### config.mk
export PLATFORM = sky130hd
export DESIGN_NAME = sched_act_ctrl
export DESIGN_NICKNAME = d
export VERILOG_FILES = /design/src/rtl/sched_act_pkg.sv /design/src/rtl/act_anchor_trk.sv /design/src/rtl/act_op_sync.sv /design/src/rtl/sched_act_ctrl.sv
export SDC_FILE = /design/constraint.sdc
export NUM_CORES = 1
export LEC_CHECK = 0
export BUFFER_PORTS_ARGS = -buffer_cell sky130_fd_sc_hd__buf_2
export CAP_MARGIN = 20
export CORE_MARGIN = 2
export CORE_UTILIZATION = 38
export DETAILED_ROUTE_END_ITERATION = 16
export PLACE_DENSITY = 0.58
export SETUP_SLACK_MARGIN = 0.15
export SLEW_MARGIN = 20
export SYNTH_ARGS = -nofsm -noshare
export SYNTH_HDL_FRONTEND = slang
export SYNTH_SLANG_ARGS = --single-unit
### constraint.sdc
create_clock -name clk_i -period 1.86 [get_ports clk_i]
set_clock_uncertainty 0.2 [all_clocks]
set_input_delay 0.093 -clock clk_i [delete_from_list [all_inputs] [get_ports clk_i]]
set_output_delay 0.093 -clock clk_i [all_outputs]
set_load 0.05 [all_outputs]
### src/rtl/sched_act_pkg.sv
package sched_act_pkg;

  // Width of a saturating elapsed-cycle counter that must reach max_ofs+1.
  function automatic int cnt_width(int max_ofs);
    return $clog2(max_ofs + 2);
  endfunction

  // Width of one offset field in the schedule parameter.
  function automatic int ofs_width(int max_ofs);
    return $clog2(max_ofs + 1);
  endfunction

  // Width of the tracker bus from one anchor to the operation logic.
  function automatic int trk_width(bit use_shift, int max_ofs);
    return use_shift ? (max_ofs + 1) : (cnt_width(max_ofs) + 1);
  endfunction

endpackage

### src/rtl/act_anchor_trk.sv
module act_anchor_trk
  import sched_act_pkg::*;
#(
  parameter bit USE_SHIFT = 1'b0,
  parameter int MAX_OFS   = 7,
  parameter bit IS_SRC    = 1'b0,
  parameter int TW        = trk_width(USE_SHIFT, MAX_OFS)
) (
  input  logic          clk_i,
  input  logic          rst_ni,
  input  logic          clr_i,
  input  logic          arm_i,
  input  logic          strobe_i,
  output logic [TW-1:0] trk_o
);

  localparam int CW = cnt_width(MAX_OFS);

  // Completion event, visible for one cycle; then remembered in got_q.
  logic cmpl_q;
  logic got_q;

  always_ff @(posedge clk_i or negedge rst_ni) begin
    if (!rst_ni) begin
      cmpl_q <= 1'b0;
      got_q  <= 1'b0;
    end else if (clr_i) begin
      cmpl_q <= IS_SRC;
      got_q  <= 1'b0;
    end else begin
      cmpl_q <= arm_i & strobe_i & ~(got_q | cmpl_q);
      got_q  <= got_q | cmpl_q;
    end
  end

  AST_CMPL_ONCE: assert property (@(posedge clk_i) disable iff (!rst_ni)
    cmpl_q && !clr_i |=> !cmpl_q);

  generate
    if (USE_SHIFT) begin : g_shr
      // Thermometer shift register: stage k set => elapsed >= k+1.
      logic [MAX_OFS-1:0] sr_q;

      always_ff @(posedge clk_i or negedge rst_ni) begin
        if (!rst_ni) begin
          sr_q <= '0;
        end else if (clr_i) begin
          sr_q <= '0;
        end else begin
          sr_q[0] <= sr_q[0] | cmpl_q;
          for (int k = 1; k < MAX_OFS; k++) begin
            sr_q[k] <= sr_q[k] | sr_q[k-1];
          end
        end
      end

      assign trk_o = {sr_q, cmpl_q | got_q};

      AST_SHR_NO_LOSS: assert property (@(posedge clk_i) disable iff (!rst_ni)
        sr_q[MAX_OFS-1] && !clr_i |=> sr_q[MAX_OFS-1]);
    end else begin : g_cnt
      // Saturating elapsed counter: 0 in the completion cycle.
      localparam logic [CW-1:0] SAT = CW'(MAX_OFS + 1);
      logic [CW-1:0] cnt_q;

      always_ff @(posedge clk_i or negedge rst_ni) begin
        if (!rst_ni) begin
          cnt_q <= '0;
        end else if (clr_i) begin
          cnt_q <= '0;
        end else if ((cmpl_q | got_q) && (cnt_q != SAT)) begin
          cnt_q <= cnt_q + 1'b1;
        end
      end

      assign trk_o = {cmpl_q | got_q, cnt_q};

      AST_CNT_NO_WRAP: assert property (@(posedge clk_i) disable iff (!rst_ni)
        (cnt_q != '0) && !clr_i |=> (cnt_q >= $past(cnt_q)));
    end
  endgenerate

endmodule

### src/rtl/act_op_sync.sv
module act_op_sync
  import sched_act_pkg::*;
#(
  parameter int                       NUM_ANCH  = 3,
  parameter bit                       USE_SHIFT = 1'b0,
  parameter int                       MAX_OFS   = 7,
  parameter int                       TW        = trk_width(USE_SHIFT, MAX_OFS),
  parameter int                       OW        = ofs_width(MAX_OFS),
  parameter logic [NUM_ANCH-1:0]      MASK      = '1,
  parameter logic [NUM_ANCH*OW-1:0]   OFS       = '0
) (
  input  logic                         clk_i,
  input  logic                         rst_ni,
  input  logic                         clr_i,
  input  logic                         arm_i,
  input  logic [NUM_ANCH-1:0][TW-1:0]  trk_i,
  output logic                         en_o
);

  localparam int CW = cnt_width(MAX_OFS);

  // One anchor's condition: comparator (counter build) or tap select (shift build).
  function automatic logic anchor_ok(logic [TW-1:0] v, logic [OW-1:0] ofs);
    logic r;
    r = 1'b0;
    if (USE_SHIFT) begin
      for (int k = 0; k < TW; k++) begin
        if (k == int'(ofs)) r = v[k];
      end
    end else begin
      r = v[TW-1] && (v[CW-1:0] >= CW'(ofs));
    end
    return r;
  endfunction

  logic hit;
  logic fired_q;

  always_comb begin
    hit = |MASK;
    for (int a = 0; a < NUM_ANCH; a++) begin
      if (MASK[a]) hit = hit & anchor_ok(trk_i[a], OFS[a*OW +: OW]);
    end
  end

  assign en_o = arm_i & ~fired_q & hit;

  always_ff @(posedge clk_i or negedge rst_ni) begin
    if (!rst_ni) begin
      fired_q <= 1'b0;
    end else if (clr_i) begin
      fired_q <= 1'b0;
    end else begin
      fired_q <= fired_q | en_o;
    end
  end

  AST_EN_PULSE: assert property (@(posedge clk_i) disable iff (!rst_ni)
    en_o && !clr_i |=> !en_o);

endmodule

### src/rtl/sched_act_ctrl.sv
module sched_act_ctrl
  import sched_act_pkg::*;
#(
  parameter int NUM_ANCH  = 3,
  parameter int NUM_OPS   = 4,
  parameter int MAX_OFS   = 7,
  parameter bit USE_SHIFT = 1'b0,
  // Anchor set of operation o at bits [o*NUM_ANCH +: NUM_ANCH].
  parameter logic [NUM_OPS*NUM_ANCH-1:0] OP_MASK = 12'b110_011_010_001,
  // Offset of operation o after anchor a at field (o*NUM_ANCH + a).
  parameter logic [NUM_OPS*NUM_ANCH*ofs_width(MAX_OFS)-1:0] OP_OFS =
    {3'd2, 3'd3, 3'd0,  3'd0, 3'd1, 3'd5,  3'd0, 3'd0, 3'd0,  3'd0, 3'd0, 3'd2}
) (
  input  logic                clk_i,
  input  logic                rst_ni,
  input  logic                start_i,
  input  logic [NUM_ANCH-2:0] anch_done_i,
  output logic [NUM_OPS-1:0]  op_en_o,
  output logic                done_o
);

  localparam int OW   = ofs_width(MAX_OFS);
  localparam int TW   = trk_width(USE_SHIFT, MAX_OFS);
  localparam int SINK = NUM_OPS - 1;

  logic                        run_q;
  logic                        done_q;
  logic [NUM_ANCH-1:0][TW-1:0] trk;

  always_ff @(posedge clk_i or negedge rst_ni) begin
    if (!rst_ni) begin
      run_q  <= 1'b0;
      done_q <= 1'b0;
    end else if (start_i) begin
      run_q  <= 1'b1;
      done_q <= 1'b0;
    end else begin
      done_q <= done_q | op_en_o[SINK];
    end
  end

  assign done_o = done_q;

  generate
    for (genvar a = 0; a < NUM_ANCH; a++) begin : g_anch
      logic strobe;
      if (a == 0) begin : g_src
        assign strobe = 1'b0;
      end else begin : g_ext
        assign strobe = anch_done_i[a-1];
      end

      act_anchor_trk #(
        .USE_SHIFT (USE_SHIFT),
        .MAX_OFS   (MAX_OFS),
        .IS_SRC    (a == 0),
        .TW        (TW)
      ) i_trk (
        .clk_i    (clk_i),
        .rst_ni   (rst_ni),
        .clr_i    (start_i),
        .arm_i    (run_q),
        .strobe_i (strobe),
        .trk_o    (trk[a])
      );
    end

    for (genvar o = 0; o < NUM_OPS; o++) begin : g_op
      act_op_sync #(
        .NUM_ANCH  (NUM_ANCH),
        .USE_SHIFT (USE_SHIFT),
        .MAX_OFS   (MAX_OFS),
        .TW        (TW),
        .OW        (OW),
        .MASK      (OP_MASK[o*NUM_ANCH +: NUM_ANCH]),
        .OFS       (OP_OFS[o*NUM_ANCH*OW +: NUM_ANCH*OW])
      ) i_sync (
        .clk_i  (clk_i),
        .rst_ni (rst_ni),
        .clr_i  (start_i),
        .arm_i  (run_q),
        .trk_i  (trk),
        .en_o   (op_en_o[o])
      );
    end
  endgenerate

  AST_DONE_CAUSE: assert property (@(posedge clk_i) disable iff (!rst_ni)
    $rose(done_o) |-> $past(op_en_o[SINK]));

  AST_DONE_STICKY: assert property (@(posedge clk_i) disable iff (!rst_ni)
    done_o && !start_i |=> done_o);

  AST_START_CLEARS: assert property (@(posedge clk_i) disable iff (!rst_ni)
    start_i |=> !done_o);

endmodule

==> impl_metrics.prom <==
# TYPE chip_impl_metric gauge
chip_impl_metric{name="synthArstFlopShare",unit="%"} 100
chip_impl_metric{name="core_region_area",unit="um2"} 3310
chip_impl_metric{name="dpl_cell_area",unit="um2"} 1410
chip_impl_metric{name="clock_tree.buffer_depth",unit=""} 2
chip_impl_metric{name="sw_frac_of_total",unit="%"} 27.4
chip_impl_metric{name="p_leak",unit="nW"} 0.750
chip_impl_metric{name="final_antenna_net_count",unit=""} 0
chip_impl_metric{name="report.final.slew_viol_count",unit=""} 0
chip_impl_info{name="status",value="finished, violations left"} 1
chip_impl_metric{name="net-switching-power",unit="W"} 0.000330
chip_impl_metric{name="drc_errors",unit=""} 0
chip_impl_metric{name="final_critical_path_setup_slack",unit="ns"} -0.261
chip_impl_info{name="dominantRegCellSynth",value="sky130_fd_sc_hd__dfrtp_1"} 1
chip_impl_metric{name="diodes",unit=""} 0
chip_impl_metric{name="post_drt_via_cell_ratio",unit=""} 5.12
chip_impl_metric{name="routed_wirelength",unit="um"} 2630
chip_impl_metric{name="slew_headroom",unit="%"} 64.5
chip_impl_metric{name="fmax",unit="GHz"} 0.472
chip_impl_info{name="clockRootBuffer",value="sky130_fd_sc_hd__clkbuf_4"} 1
chip_impl_metric{name="met2_routing_resource_usage_after_global_routing",unit="%"} 25.1
chip_impl_metric{name="grt.overflow.total",unit=""} 0
chip_impl_info{name="reg2reg_launch_point",value="g_anch[1].i_trk.g_cnt.cnt_q[1]$_DFFE_PN0P_"} 1
chip_impl_metric{name="stdcell_area",unit="um2"} 1670
chip_impl_metric{name="power.density_cell_area",unit="nW/um2"} 724
chip_impl_metric{name="maximum_number_of_pins_on_one_net_before_global_route_repair",unit=""} 25
chip_impl_info{name="r2r-end",value="g_op[2].i_sync.fired_q$_DFF_PN0_"} 1
chip_impl_metric{name="yosysSeqAreaShare",unit="%"} 46.5
chip_impl_info{name="worstSetupStartpoint",value="g_anch[1].i_trk.g_cnt.cnt_q[1]$_DFFE_PN0P_"} 1
chip_impl_metric{name="reg2regPathDepth",unit=""} 6
chip_impl_info{name="globalRoute.busiestLayer",value="met2"} 1
chip_impl_metric{name="detail_route.first_pass.iterations",unit=""} 4
chip_impl_metric{name="layout_min_cycle_time",unit="ns"} 2.12
chip_impl_info{name="violations_in_the_final_reports",value="setup timing"} 1
chip_impl_metric{name="cts.clk_slew.worst_paths",unit="ns"} 0.14
chip_impl_metric{name="synth_warn",unit=""} 0
chip_impl_metric{name="initial_utilization",unit="%"} 39.0
chip_impl_metric{name="timing.critical_path.arrival",unit="ns"} 1.83
chip_impl_metric{name="critical_path.max_fanout",unit=""} 3
chip_impl_metric{name="power_frac_clock",unit="%"} 32.6
chip_impl_metric{name="worst_slew_pin_slew",unit="ns"} 0.532
chip_impl_metric{name="setup_viol_count_final",unit=""} 3
chip_impl_metric{name="first_iter_violations",unit=""} 72
chip_impl_metric{name="chipHeight",unit="um"} 62.3
chip_impl_metric{name="grt_antenna_before_repair",unit=""} 0
chip_impl_metric{name="vdd_drop_max",unit="mV"} 0.277
chip_impl_metric{name="internal_power",unit="W"} 0.000876
chip_impl_info{name="ys_top_cells_by_area",value="sky130_fd_sc_hd__dfrtp_1, sky130_fd_sc_hd__ha_1, sky130_fd_sc_hd__a21oi_1"} 1
chip_impl_metric{name="ctsHtreeMaxLevel",unit=""} 1
chip_impl_metric{name="sequential_cell_area",unit="um2"} 601
chip_impl_metric{name="syn-mean-instance-area",unit="um2"} 9.87
chip_impl_metric{name="clock_latency",unit="ns"} 0.33
chip_impl_info{name="rsz0062_at_grt",value="true"} 1
chip_impl_metric{name="yosys.cell_types.count",unit=""} 29
chip_impl_metric{name="netlist_instances",unit=""} 131
chip_impl_info{name="setup.worst_path.class",value="reg -> out"} 1
chip_impl_metric{name="cap_viol_max_count",unit=""} 0
chip_impl_metric{name="synthDominantCellAreaShare",unit="%"} 46.5
chip_impl_metric{name="globalplace.congestion",unit=""} 0.766
chip_impl_metric{name="die_ar",unit="um2"} 3880
chip_impl_metric{name="num-fill-cells",unit=""} 312
chip_impl_info{name="hold_path.class",value="in -> async"} 1
chip_impl_metric{name="numCtsBuffers",unit=""} 3
chip_impl_metric{name="cts_sinks",unit=""} 24
chip_impl_metric{name="route.vias.total",unit=""} 1049
chip_impl_info{name="leading_cell_type_by_number_of_instances_after_synthesis",value="sky130_fd_sc_hd__dfrtp_1"} 1
chip_impl_metric{name="hold_viol_final",unit=""} 0
chip_impl_metric{name="die_w",unit="um"} 62.3
chip_impl_metric{name="reg2reg_setup_slack",unit="ns"} 0.07
chip_impl_metric{name="pwr-share-seq",unit="%"} 47.2
chip_impl_metric{name="final_layout_size_suffix_gt1_share",unit="%"} 32.7
chip_impl_metric{name="grt.met1_usage",unit="%"} 17.8
chip_impl_info{name="cts_tree",value="built"} 1
chip_impl_metric{name="nets",unit=""} 176
chip_impl_metric{name="design.portCount",unit=""} 10
chip_impl_metric{name="syn2layout_area_growth",unit="%"} 28.9
chip_impl_metric{name="ff_latch_count_synth",unit=""} 24
chip_impl_metric{name="grt_usage",unit="%"} 14.4
chip_impl_metric{name="post_synth_instance_area",unit="um2"} 1290
chip_impl_metric{name="multi_input_area",unit="um2"} 679
chip_impl_metric{name="via_count_of_the_first_global_routing_pass",unit=""} 1027
chip_impl_metric{name="cp.required",unit="ns"} 1.57
chip_impl_metric{name="pre_cts_slack",unit="ns"} 0.0382
chip_impl_metric{name="timing.final.crit_share",unit="%"} 114
chip_impl_info{name="post-synth-top-area-cell",value="sky130_fd_sc_hd__dfrtp_1"} 1
chip_impl_metric{name="combinational_share_of_power",unit="%"} 20.3
chip_impl_info{name="cp-end-kind",value="output pin"} 1
chip_impl_metric{name="number_of_enable_type_register_cells_in_the_synthesized_netlist",unit=""} 0
chip_impl_metric{name="avgRoutedWirePerCell",unit="um"} 12.8
chip_impl_info{name="crit_path_start_kind",value="flip-flop"} 1
chip_impl_info{name="yosys-top-cells-count",value="sky130_fd_sc_hd__dfrtp_1, sky130_fd_sc_hd__a21oi_1, sky130_fd_sc_hd__o21ai_0"} 1
chip_impl_metric{name="portBuffers",unit=""} 9
chip_impl_metric{name="groute.layer.met3.usage",unit="%"} 2.17
chip_impl_metric{name="dp_hpwl",unit="um"} 1740
chip_impl_metric{name="grt_first_pass_wirelength",unit="um"} 4570
chip_impl_metric{name="std_cell_rows",unit=""} 21
chip_impl_metric{name="syn-num-nets",unit=""} 147
logic make-up after synthesis:
logic type / Yosys count / synth area share, %
AOI/OAI and AO/OA: 33 / 14.7
DFF: 24 / 46.5
and+or+nand+nor: 45 / 20.2
buffers and inverters: 16 / 6.39
adders and majority gates: 11 / 10.6
muxes: 2 / 1.55
per-layer routing:
| layer | part of all wire [%] | up-vias | routed length, um |
|---|---|---|---|
| met3 | 2.2 | 4 | 57 |
| met5 | 0 | - | 0 |
| li1 | - | 514 | - |
| met4 | 1.6 | 0 | 41 |
| met2 | 51 | 16 | 1350 |
| met1 | 45 | 515 | 1180 |
per-stage QoR:
| step | setup TNS, ns | instances | hold slack [ns] | utilization, % | total power, W |
|---|---|---|---|---|---|
| after floorplan | 0 | 131 | -0.403 | - | 0.000704 |
| after global placement | 0 | 187 | -0.0944 | 42.4 | 0.000747 |
| after detailed placement | 0 | 187 | -0.0870 | 42.4 | 0.000755 |
| after CTS | -0.596 | 203 | 0.0768 | 48.3 | 0.00118 |
| after global routing | -0.881 | 205 | 0.0977 | 50.3 | 0.00126 |
| final | -0.673 | 205 | 0.0496 | 50.3 | 0.00121 |
power groups by stage:
stage / registers, W / logic (W) / clock network (W)
6_report: 0.000569 / 0.000245 / 0.000393
5_1_grt: 0.000573 / 0.000271 / 0.000420
2_1_floorplan: 0.000577 / 0.000127 / 0
3_3_place_gp: 0.000579 / 0.000168 / 0
3_5_place_dp: 0.000579 / 0.000175 / 0
4_1_cts: 0.000566 / 0.000226 / 0.000390
cell usage in the layout, fill, tap and decap left out, types with 2 or more instances in the layout:
cell	n
sky130_fd_sc_hd__or2_2	3
sky130_fd_sc_hd__nand3_1	7
sky130_fd_sc_hd__or4_4	2
sky130_fd_sc_hd__nand2b_1	2
sky130_fd_sc_hd__clkbuf_4	3
sky130_fd_sc_hd__mux2i_1	2
sky130_fd_sc_hd__a21oi_1	12
sky130_fd_sc_hd__o21ai_0	10
sky130_fd_sc_hd__nor2_2	2
sky130_fd_sc_hd__a21oi_2	4
sky130_fd_sc_hd__a211oi_2	2
sky130_fd_sc_hd__and3b_1	2
sky130_fd_sc_hd__buf_2	6
sky130_fd_sc_hd__dlygate4sd3_1	4
sky130_fd_sc_hd__inv_1	8
sky130_fd_sc_hd__or3_1	5
sky130_fd_sc_hd__and3_1	2
sky130_fd_sc_hd__nand3b_1	2
sky130_fd_sc_hd__nor2_1	9
sky130_fd_sc_hd__dfrtp_1	24
sky130_fd_sc_hd__inv_2	2
sky130_fd_sc_hd__buf_4	15
sky130_fd_sc_hd__buf_6	5
sky130_fd_sc_hd__ha_1	9
sky130_fd_sc_hd__o21ai_1	2
area by class of cell:
| type | instances | area share, % |
|---|---|---|
| clock buffers | 3 | 1.35 |
| clock inverters | 1 | 1.80 |
| inverters | 10 | 2.25 |
| repair buffers | 30 | 14.3 |
| multi-input cells | 91 | 40.8 |
| well taps | 46 | 3.45 |
| flip-flops and latches | 24 | 36.0 |
how the worst max path moves through the flow:
stage | depth (start not counted) | slack, ns | end
floorplan | 5 | 0.15 | op_en_o[3]
detailed placement | 6 | 0.04 | op_en_o[2]
global route | 6 | -0.33 | op_en_o[2]
finish | 6 | -0.26 | op_en_o[2]
global placement | 6 | 0.04 | op_en_o[2]
CTS | 6 | -0.22 | op_en_o[2]
flip-flops by register name (all words and copies together) (netlist names):
| register | flops |
|---|---|
| g_anch.i_trk.g_cnt.cnt_q | 12 |
| g_op.i_sync.fired_q | 4 |
| g_anch.i_trk.cmpl_q | 3 |
| g_anch.i_trk.got_q | 3 |
| done_o | 1 |
| run_q | 1 |
worst max-delay path, cell delays in order (launching register included):
cell                      delay, ns
sky130_fd_sc_hd__dfrtp_1       0.41
sky130_fd_sc_hd__inv_1         0.09
sky130_fd_sc_hd__ha_1          0.18
sky130_fd_sc_hd__nor4b_1       0.13
sky130_fd_sc_hd__or3_1         0.36
sky130_fd_sc_hd__nor3_2        0.15
sky130_fd_sc_hd__buf_6         0.18
timing repair:
action / in CTS / in global routing
setup buffers: 8 / 2
endpoints found under the hold margin: 27 / 0
gates resized for setup: 14 / 13
pin swaps: 4 / 1
hold buffers: 4 / 0
setup endpoints to repair: 7 / 10
No activity file was read; power rests on OpenSTA's default activity.
